==> src/rtl/zsp_pkg.sv <==
package zsp_pkg;
  localparam int unsigned CODE_W   = 4;
  localparam int unsigned CODE_MAX = (1 << CODE_W) - 1;
endpackage

==> src/rtl/zsp_rst_sync.sv <==
module zsp_rst_sync #(
  parameter int unsigned STAGES = 2
) (
  input  logic clk,
  input  logic rst_n,
  output logic rst_sync_n
);
  logic [STAGES-1:0] sync_q;

  always_ff @(posedge clk or negedge rst_n) begin
    if (!rst_n) sync_q <= '0;
    else        sync_q <= {sync_q[STAGES-2:0], 1'b1};
  end

  assign rst_sync_n = sync_q[STAGES-1];
endmodule

==> src/rtl/zsp_chan_cond.sv <==
module zsp_chan_cond
  import zsp_pkg::*;
#(
  parameter int unsigned ADC_W   = 14,
  parameter int unsigned SHIFT_W = 4
) (
  input  logic [ADC_W-1:0]   sample,
  input  logic [ADC_W-1:0]   thresh,
  input  logic [SHIFT_W-1:0] shift,
  output logic               hit,
  output logic [CODE_W-1:0]  code
);
  logic [ADC_W-1:0] scaled;

  always_comb begin
    hit    = (sample > thresh);
    scaled = sample >> shift;
    if (|scaled[ADC_W-1:CODE_W]) code = CODE_W'(CODE_MAX);
    else                         code = scaled[CODE_W-1:0];
  end
endmodule

==> src/rtl/zsp_compactor.sv <==
module zsp_compactor
  import zsp_pkg::*;
#(
  parameter int unsigned NUM_CH = 16,
  parameter int unsigned CNT_W  = $clog2(NUM_CH + 1)
) (
  input  logic [NUM_CH-1:0]        hit,
  input  logic [NUM_CH*CODE_W-1:0] codes,
  output logic [NUM_CH*CODE_W-1:0] list,
  output logic [CNT_W-1:0]         count
);
  logic [CNT_W-1:0] slot_of [NUM_CH];

  // running prefix count: channel i lands in the slot equal to hits below it
  always_comb begin
    logic [CNT_W-1:0] run;
    run = '0;
    for (int i = 0; i < NUM_CH; i++) begin
      slot_of[i] = run;
      run        = run + CNT_W'(hit[i]);
    end
    count = run;
  end

  for (genvar k = 0; k < NUM_CH; k++) begin : g_slot
    always_comb begin
      logic [CODE_W-1:0] pick;
      pick = '0;
      for (int i = k; i < NUM_CH; i++) begin
        if (hit[i] && (slot_of[i] == CNT_W'(k)))
          pick = pick | codes[i*CODE_W +: CODE_W];
      end
      list[k*CODE_W +: CODE_W] = pick;
    end
  end
endmodule

==> src/rtl/zsp_sum.sv <==
module zsp_sum #(
  parameter int unsigned NUM_CH = 16,
  parameter int unsigned ADC_W  = 14,
  parameter int unsigned SUM_W  = 16
) (
  input  logic [NUM_CH-1:0]       hit,
  input  logic [NUM_CH*ADC_W-1:0] samples,
  output logic [SUM_W-1:0]        sum
);
  localparam int unsigned ACC_W = ADC_W + $clog2(NUM_CH + 1);

  logic [ACC_W-1:0] acc;

  always_comb begin
    acc = '0;
    for (int i = 0; i < NUM_CH; i++) begin
      if (hit[i]) acc = acc + ACC_W'(samples[i*ADC_W +: ADC_W]);
    end
  end

  if (ACC_W > SUM_W) begin : g_sat
    always_comb begin
      if (|acc[ACC_W-1:SUM_W]) sum = '1;
      else                     sum = acc[SUM_W-1:0];
    end
  end else begin : g_wide
    assign sum = SUM_W'(acc);
  end
endmodule

==> src/rtl/zsp_packer.sv <==
module zsp_packer
  import zsp_pkg::*;
#(
  parameter int unsigned NUM_CH  = 16,
  parameter int unsigned ADC_W   = 14,
  parameter int unsigned SHIFT_W = 4,
  parameter int unsigned SUM_W   = 16,
  localparam int unsigned CNT_W  = $clog2(NUM_CH + 1),
  localparam int unsigned LIST_W = NUM_CH * CODE_W
) (
  input  logic                    clk,
  input  logic                    rst_n,
  input  logic                    in_valid,
  input  logic [NUM_CH*ADC_W-1:0] in_samples,
  input  logic [ADC_W-1:0]        in_thresh,
  input  logic [SHIFT_W-1:0]      in_shift,
  output logic                    out_valid,
  output logic [NUM_CH-1:0]       out_mask,
  output logic [CNT_W-1:0]        out_count,
  output logic [SUM_W-1:0]        out_sum,
  output logic [LIST_W-1:0]       out_list
);
  logic rst_sync_n;

  zsp_rst_sync #(.STAGES(2)) i_rst_sync (
    .clk        (clk),
    .rst_n      (rst_n),
    .rst_sync_n (rst_sync_n)
  );

  logic [NUM_CH-1:0]        hit_c;
  logic [NUM_CH*CODE_W-1:0] code_c;

  for (genvar c = 0; c < NUM_CH; c++) begin : g_chan
    zsp_chan_cond #(.ADC_W(ADC_W), .SHIFT_W(SHIFT_W)) i_cond (
      .sample (in_samples[c*ADC_W +: ADC_W]),
      .thresh (in_thresh),
      .shift  (in_shift),
      .hit    (hit_c[c]),
      .code   (code_c[c*CODE_W +: CODE_W])
    );
  end

  logic [LIST_W-1:0] list_c;
  logic [CNT_W-1:0]  count_c;
  logic [SUM_W-1:0]  sum_c;

  zsp_compactor #(.NUM_CH(NUM_CH), .CNT_W(CNT_W)) i_compact (
    .hit   (hit_c),
    .codes (code_c),
    .list  (list_c),
    .count (count_c)
  );

  zsp_sum #(.NUM_CH(NUM_CH), .ADC_W(ADC_W), .SUM_W(SUM_W)) i_sum (
    .hit     (hit_c),
    .samples (in_samples),
    .sum     (sum_c)
  );

  // next-state
  logic                    frame_en;
  logic                    valid_d;
  logic [NUM_CH-1:0]       mask_d;
  logic [CNT_W-1:0]        count_d;
  logic [SUM_W-1:0]        sum_d;
  logic [LIST_W-1:0]       list_d;

  always_comb begin
    frame_en = in_valid;
    valid_d  = in_valid;
    mask_d   = out_mask;
    count_d  = out_count;
    sum_d    = out_sum;
    list_d   = out_list;
    if (frame_en) begin
      mask_d  = hit_c;
      count_d = count_c;
      sum_d   = sum_c;
      list_d  = list_c;
    end
  end

  // registers
  always_ff @(posedge clk or negedge rst_sync_n) begin
    if (!rst_sync_n) begin
      out_valid <= 1'b0;
      out_mask  <= '0;
      out_count <= '0;
      out_sum   <= '0;
      out_list  <= '0;
    end else begin
      out_valid <= valid_d;
      out_mask  <= mask_d;
      out_count <= count_d;
      out_sum   <= sum_d;
      out_list  <= list_d;
    end
  end
endmodule

==> config.mk <==
export PLATFORM = sky130hd
export DESIGN_NAME = zsp_packer
export DESIGN_NICKNAME = d
export VERILOG_FILES = /design/src/rtl/zsp_pkg.sv /design/src/rtl/zsp_rst_sync.sv /design/src/rtl/zsp_chan_cond.sv /design/src/rtl/zsp_compactor.sv /design/src/rtl/zsp_sum.sv /design/src/rtl/zsp_packer.sv
export SDC_FILE = /design/constraint.sdc
export NUM_CORES = 2
export LEC_CHECK = 0
export BUFFER_PORTS_ARGS = -buffer_cell sky130_fd_sc_hd__buf_2
export CAP_MARGIN = 20
export CORE_AREA = 10 10 300 302
export DETAILED_ROUTE_END_ITERATION = 12
export DIE_AREA = 0 0 310 312
export GPL_TIMING_DRIVEN = 0
export SETUP_SLACK_MARGIN = 0.5
export SLEW_MARGIN = 20
export SYNTH_ARGS = -nofsm -noshare
export SYNTH_HDL_FRONTEND = slang
export SYNTH_SLANG_ARGS = --single-unit
==> constraint.sdc <==
create_clock -name clk -period 3 [get_ports clk]
set_input_delay 0.3 -clock clk [delete_from_list [all_inputs] [get_ports clk]]
set_output_delay 0.3 -clock clk [all_outputs]
set_load 0.1 [all_outputs]
==> impl_metrics.env <==
export IMPL_status="finished, violations left"
export IMPL_violations="negative setup slack"
export IMPL_finalWirelength_um=175000
export IMPL_r2r_start="i_rst_sync.sync_q[1]"
export IMPL_dp_hpwl_um=136000
export IMPL_synth_mux_area_frac=0.115
export IMPL_drive_above_1_share=0.233
export IMPL_seq_area_frac_synth=0.0781
export IMPL_dp_cells=6035
export IMPL_grt_usage=0.340
export IMPL_slew_limit_headroom=0.124
export IMPL_critPathLaunchType="input pin"
export IMPL_synth_xor_area_share=0.0643
export IMPL_tightest_slew_ns=1.31
export IMPL_synth_area_sq_um=33300
export IMPL_synth_compound_area_frac=0.292
export IMPL_synth_top_cell_area_share=0.175
export IMPL_yosysUniqueCellTypes=108
export IMPL_skew_ns=0.0146
export IMPL_grt_max_degree=53
export IMPL_area_growth_pct=24.4
export IMPL_dr_pass1_iters=8
export IMPL_hold_class="in -> reg"
export IMPL_synth_common_cells="nand2_1 (545), ha_1 (465), nor2_1 (453)"
export IMPL_routedWlPerCell_um=28.1
export IMPL_cp_end_kind="flop"
export IMPL_fin_crit_sh=6.12
export IMPL_synth_seq_cells=104
export IMPL_clk_pin_slew_ns=0.08
export IMPL_synth_flop_cell="dfrtp_1"
export IMPL_fin_nets=5875
export IMPL_htree_levels=3
export IMPL_required_ns=3.22
export IMPL_critical_path_max_fanout=5
export IMPL_syn_num_nets=5322
export IMPL_synthesis_instances=4595
export IMPL_die_h_um=312
export IMPL_hold_viol_final=0
export IMPL_async_flop_share=1.00
export IMPL_syn_area_per_cell_sq_um=7.25
export IMPL_slowest_delay_ns=0.52
export IMPL_overflow=0
export IMPL_worst_path_buf_inv=14
export IMPL_cts_sinks=104
export IMPL_critPathTopFamily="compound AO/OA/AOI/OAI gates"
export IMPL_rsz0062_at_grt="yes"
export IMPL_drc=0
export IMPL_finalNonFillerCells=6245
export IMPL_fmaxAchievable_mhz=54.4
export IMPL_pin_count=347
export IMPL_start_util=0.395
export IMPL_maxSlewViolCount=0
export IMPL_first_global_vias=38600
export IMPL_cap_violations=0
export IMPL_synth_top_area_cell="ha_1"
export IMPL_synth_simple_gate_area_frac=0.216
export IMPL_cp_arrival_ns=18.60
export IMPL_yosysWarningCount=0
export IMPL_r2r_slack_ns=1.89
export IMPL_r2r_end="out_list[12]"
export IMPL_ant_nets=0
export IMPL_yosysMostFrequentCell="nand2_1"
export IMPL_seq_area_sq_um=2610
export IMPL_worst_path_stages=107
export IMPL_die_area_sq_um=96700
export IMPL_synth_fa_ha_area_frac=0.185
export IMPL_die_width_um=310
export IMPL_place_gp_congestion=1.05
export IMPL_multi_input_comb_area_sq_um=31900
export IMPL_finalCriticalPeriod_ns=18.37
export IMPL_crit_end="out_sum[13]"
export IMPL_insertion_delay_ns=0.37
export IMPL_antenna_found_initial=11
export IMPL_vias_per_cell=6.52
export IMPL_grt_pass1_wl_um=250000
export IMPL_fin_ws_ns=-15.37
export IMPL_drtIter0Drc=4791
export IMPL_fin_setup_tns_ns=-641.59
export IMPL_row_count=107
export IMPL_synth_top_family_by_area="compound AO/OA/AOI/OAI gates"
export IMPL_fp_coreArea_sq_um=84300
export IMPL_synth_edff_count=0
export IMPL_synth_area_top_cells="ha_1 (17%), dfrtp_1 (7.8%), nand2_1 (6.1%)"
export IMPL_cts_tree="built"
export IMPL_crit_path_start="in_thresh[7]"
export IMPL_reg2regPathDepth=1
export IMPL_cts_root_buf="clkbuf_16"
export IMPL_vias=40700
export IMPL_cts_buffers=9
export IMPL_fill_cells=8431
export IMPL_setup_viol=92
export IMPL_worstSetupPathType="in -> reg"
export IMPL_cp_common_cell="ha_4"
export IMPL_cts_buffer_depth=2
export IMPL_cp_slowest_cell="or4_1"
export IMPL_port_buffers=344
## how the worst min path moves through the flow
stage | from | to | slack, ns | cells past startpoint
2_1_floorplan | rst_n | i_rst_sync.sync_q[0] | 0.004 | 0
3_3_place_gp | rst_n | i_rst_sync.sync_q[1] | 0.09 | 1
3_5_place_dp | rst_n | i_rst_sync.sync_q[0] | 0.09 | 1
4_1_cts | in_valid | out_valid | 0.08 | 1
5_1_grt | in_valid | out_valid | 0.08 | 1
6_report | in_valid | out_valid | 0.10 | 1
## sequential cells by signal, summed over array words and instances (netlist names)
name               cells
out_list              64
i_rst_sync.sync_q      2
out_count              5
out_sum               16
out_mask              16
out_valid              1
## cell type report
cell class / instances / share of cell area
clock inverters: 7 / 0.00272
well taps: 1090 / 0.0329
flip-flops and latches: 104 / 0.0629
repair buffers: 542 / 0.0818
diodes: 2 / 0.000121
multi-input cells: 4052 / 0.769
inverters: 243 / 0.0238
plain buffers: 196 / 0.0217
clock buffers: 9 / 0.00543
## cells by family (layout without fill, tap and decap cells)
kind of cell	after synthesis	count (layout)
buffers and inverters	439	997
AOI/OAI and AO/OA	1457	1457
DFF	104	104
other	1	3
muxes	333	333
and+or+nand+nor	1556	1556
adders and majority gates	484	484
xor gates and xnor gates	221	221
## metal layers
layer | global-route usage | vias to the layer above | wire length, um
met5 | 0 | - | 79
met4 | 0.165 | 12 | 10400
met3 | 0.0706 | 551 | 19200
met2 | 0.543 | 2508 | 77200
met1 | 0.430 | 19400 | 68500
li1 | - | 18300 | -
## what timing repair did
item / 4_1_cts / 5_1_grt
hold buffers: 1 / 0
cloned: 1 / 0
hold endpoints to repair: 2 / 0
resized for setup: 342 / 203
setup buffers: 144 / 45
endpoints found under the setup margin: 101 / 100
pin swaps: 115 / 102
## stage by stage
step	setup WS [ns]	hold slack [ns]	utilization	cell area, sq um
2_1_floorplan	-14.27	0.00441	-	33800
3_3_place_gp	-18.20	0.0876	0.437	36900
3_5_place_dp	-18.38	0.0862	0.439	37000
4_1_cts	-14.99	0.0813	0.475	40100
5_1_grt	-15.88	0.0828	0.491	41400
6_report	-15.37	0.104	0.491	41400
## cell usage in the layout (no fill, tap or decap), types with 76 or more instances in the layout
master	instances
inv_1	209
dfrtp_1	103
a21oi_1	324
xnor2_1	122
buf_2	348
mux2_2	105
o211ai_1	76
clkbuf_1	127
ha_1	386
mux2i_1	175
nor2_1	413
nand2_1	535
a31oi_1	90
nor2b_1	89
o21ai_0	175
a21o_1	91
buf_4	182
Power is not shown: default switching activity piles up to over one toggle a cycle in this logic, so the estimate is an artifact.
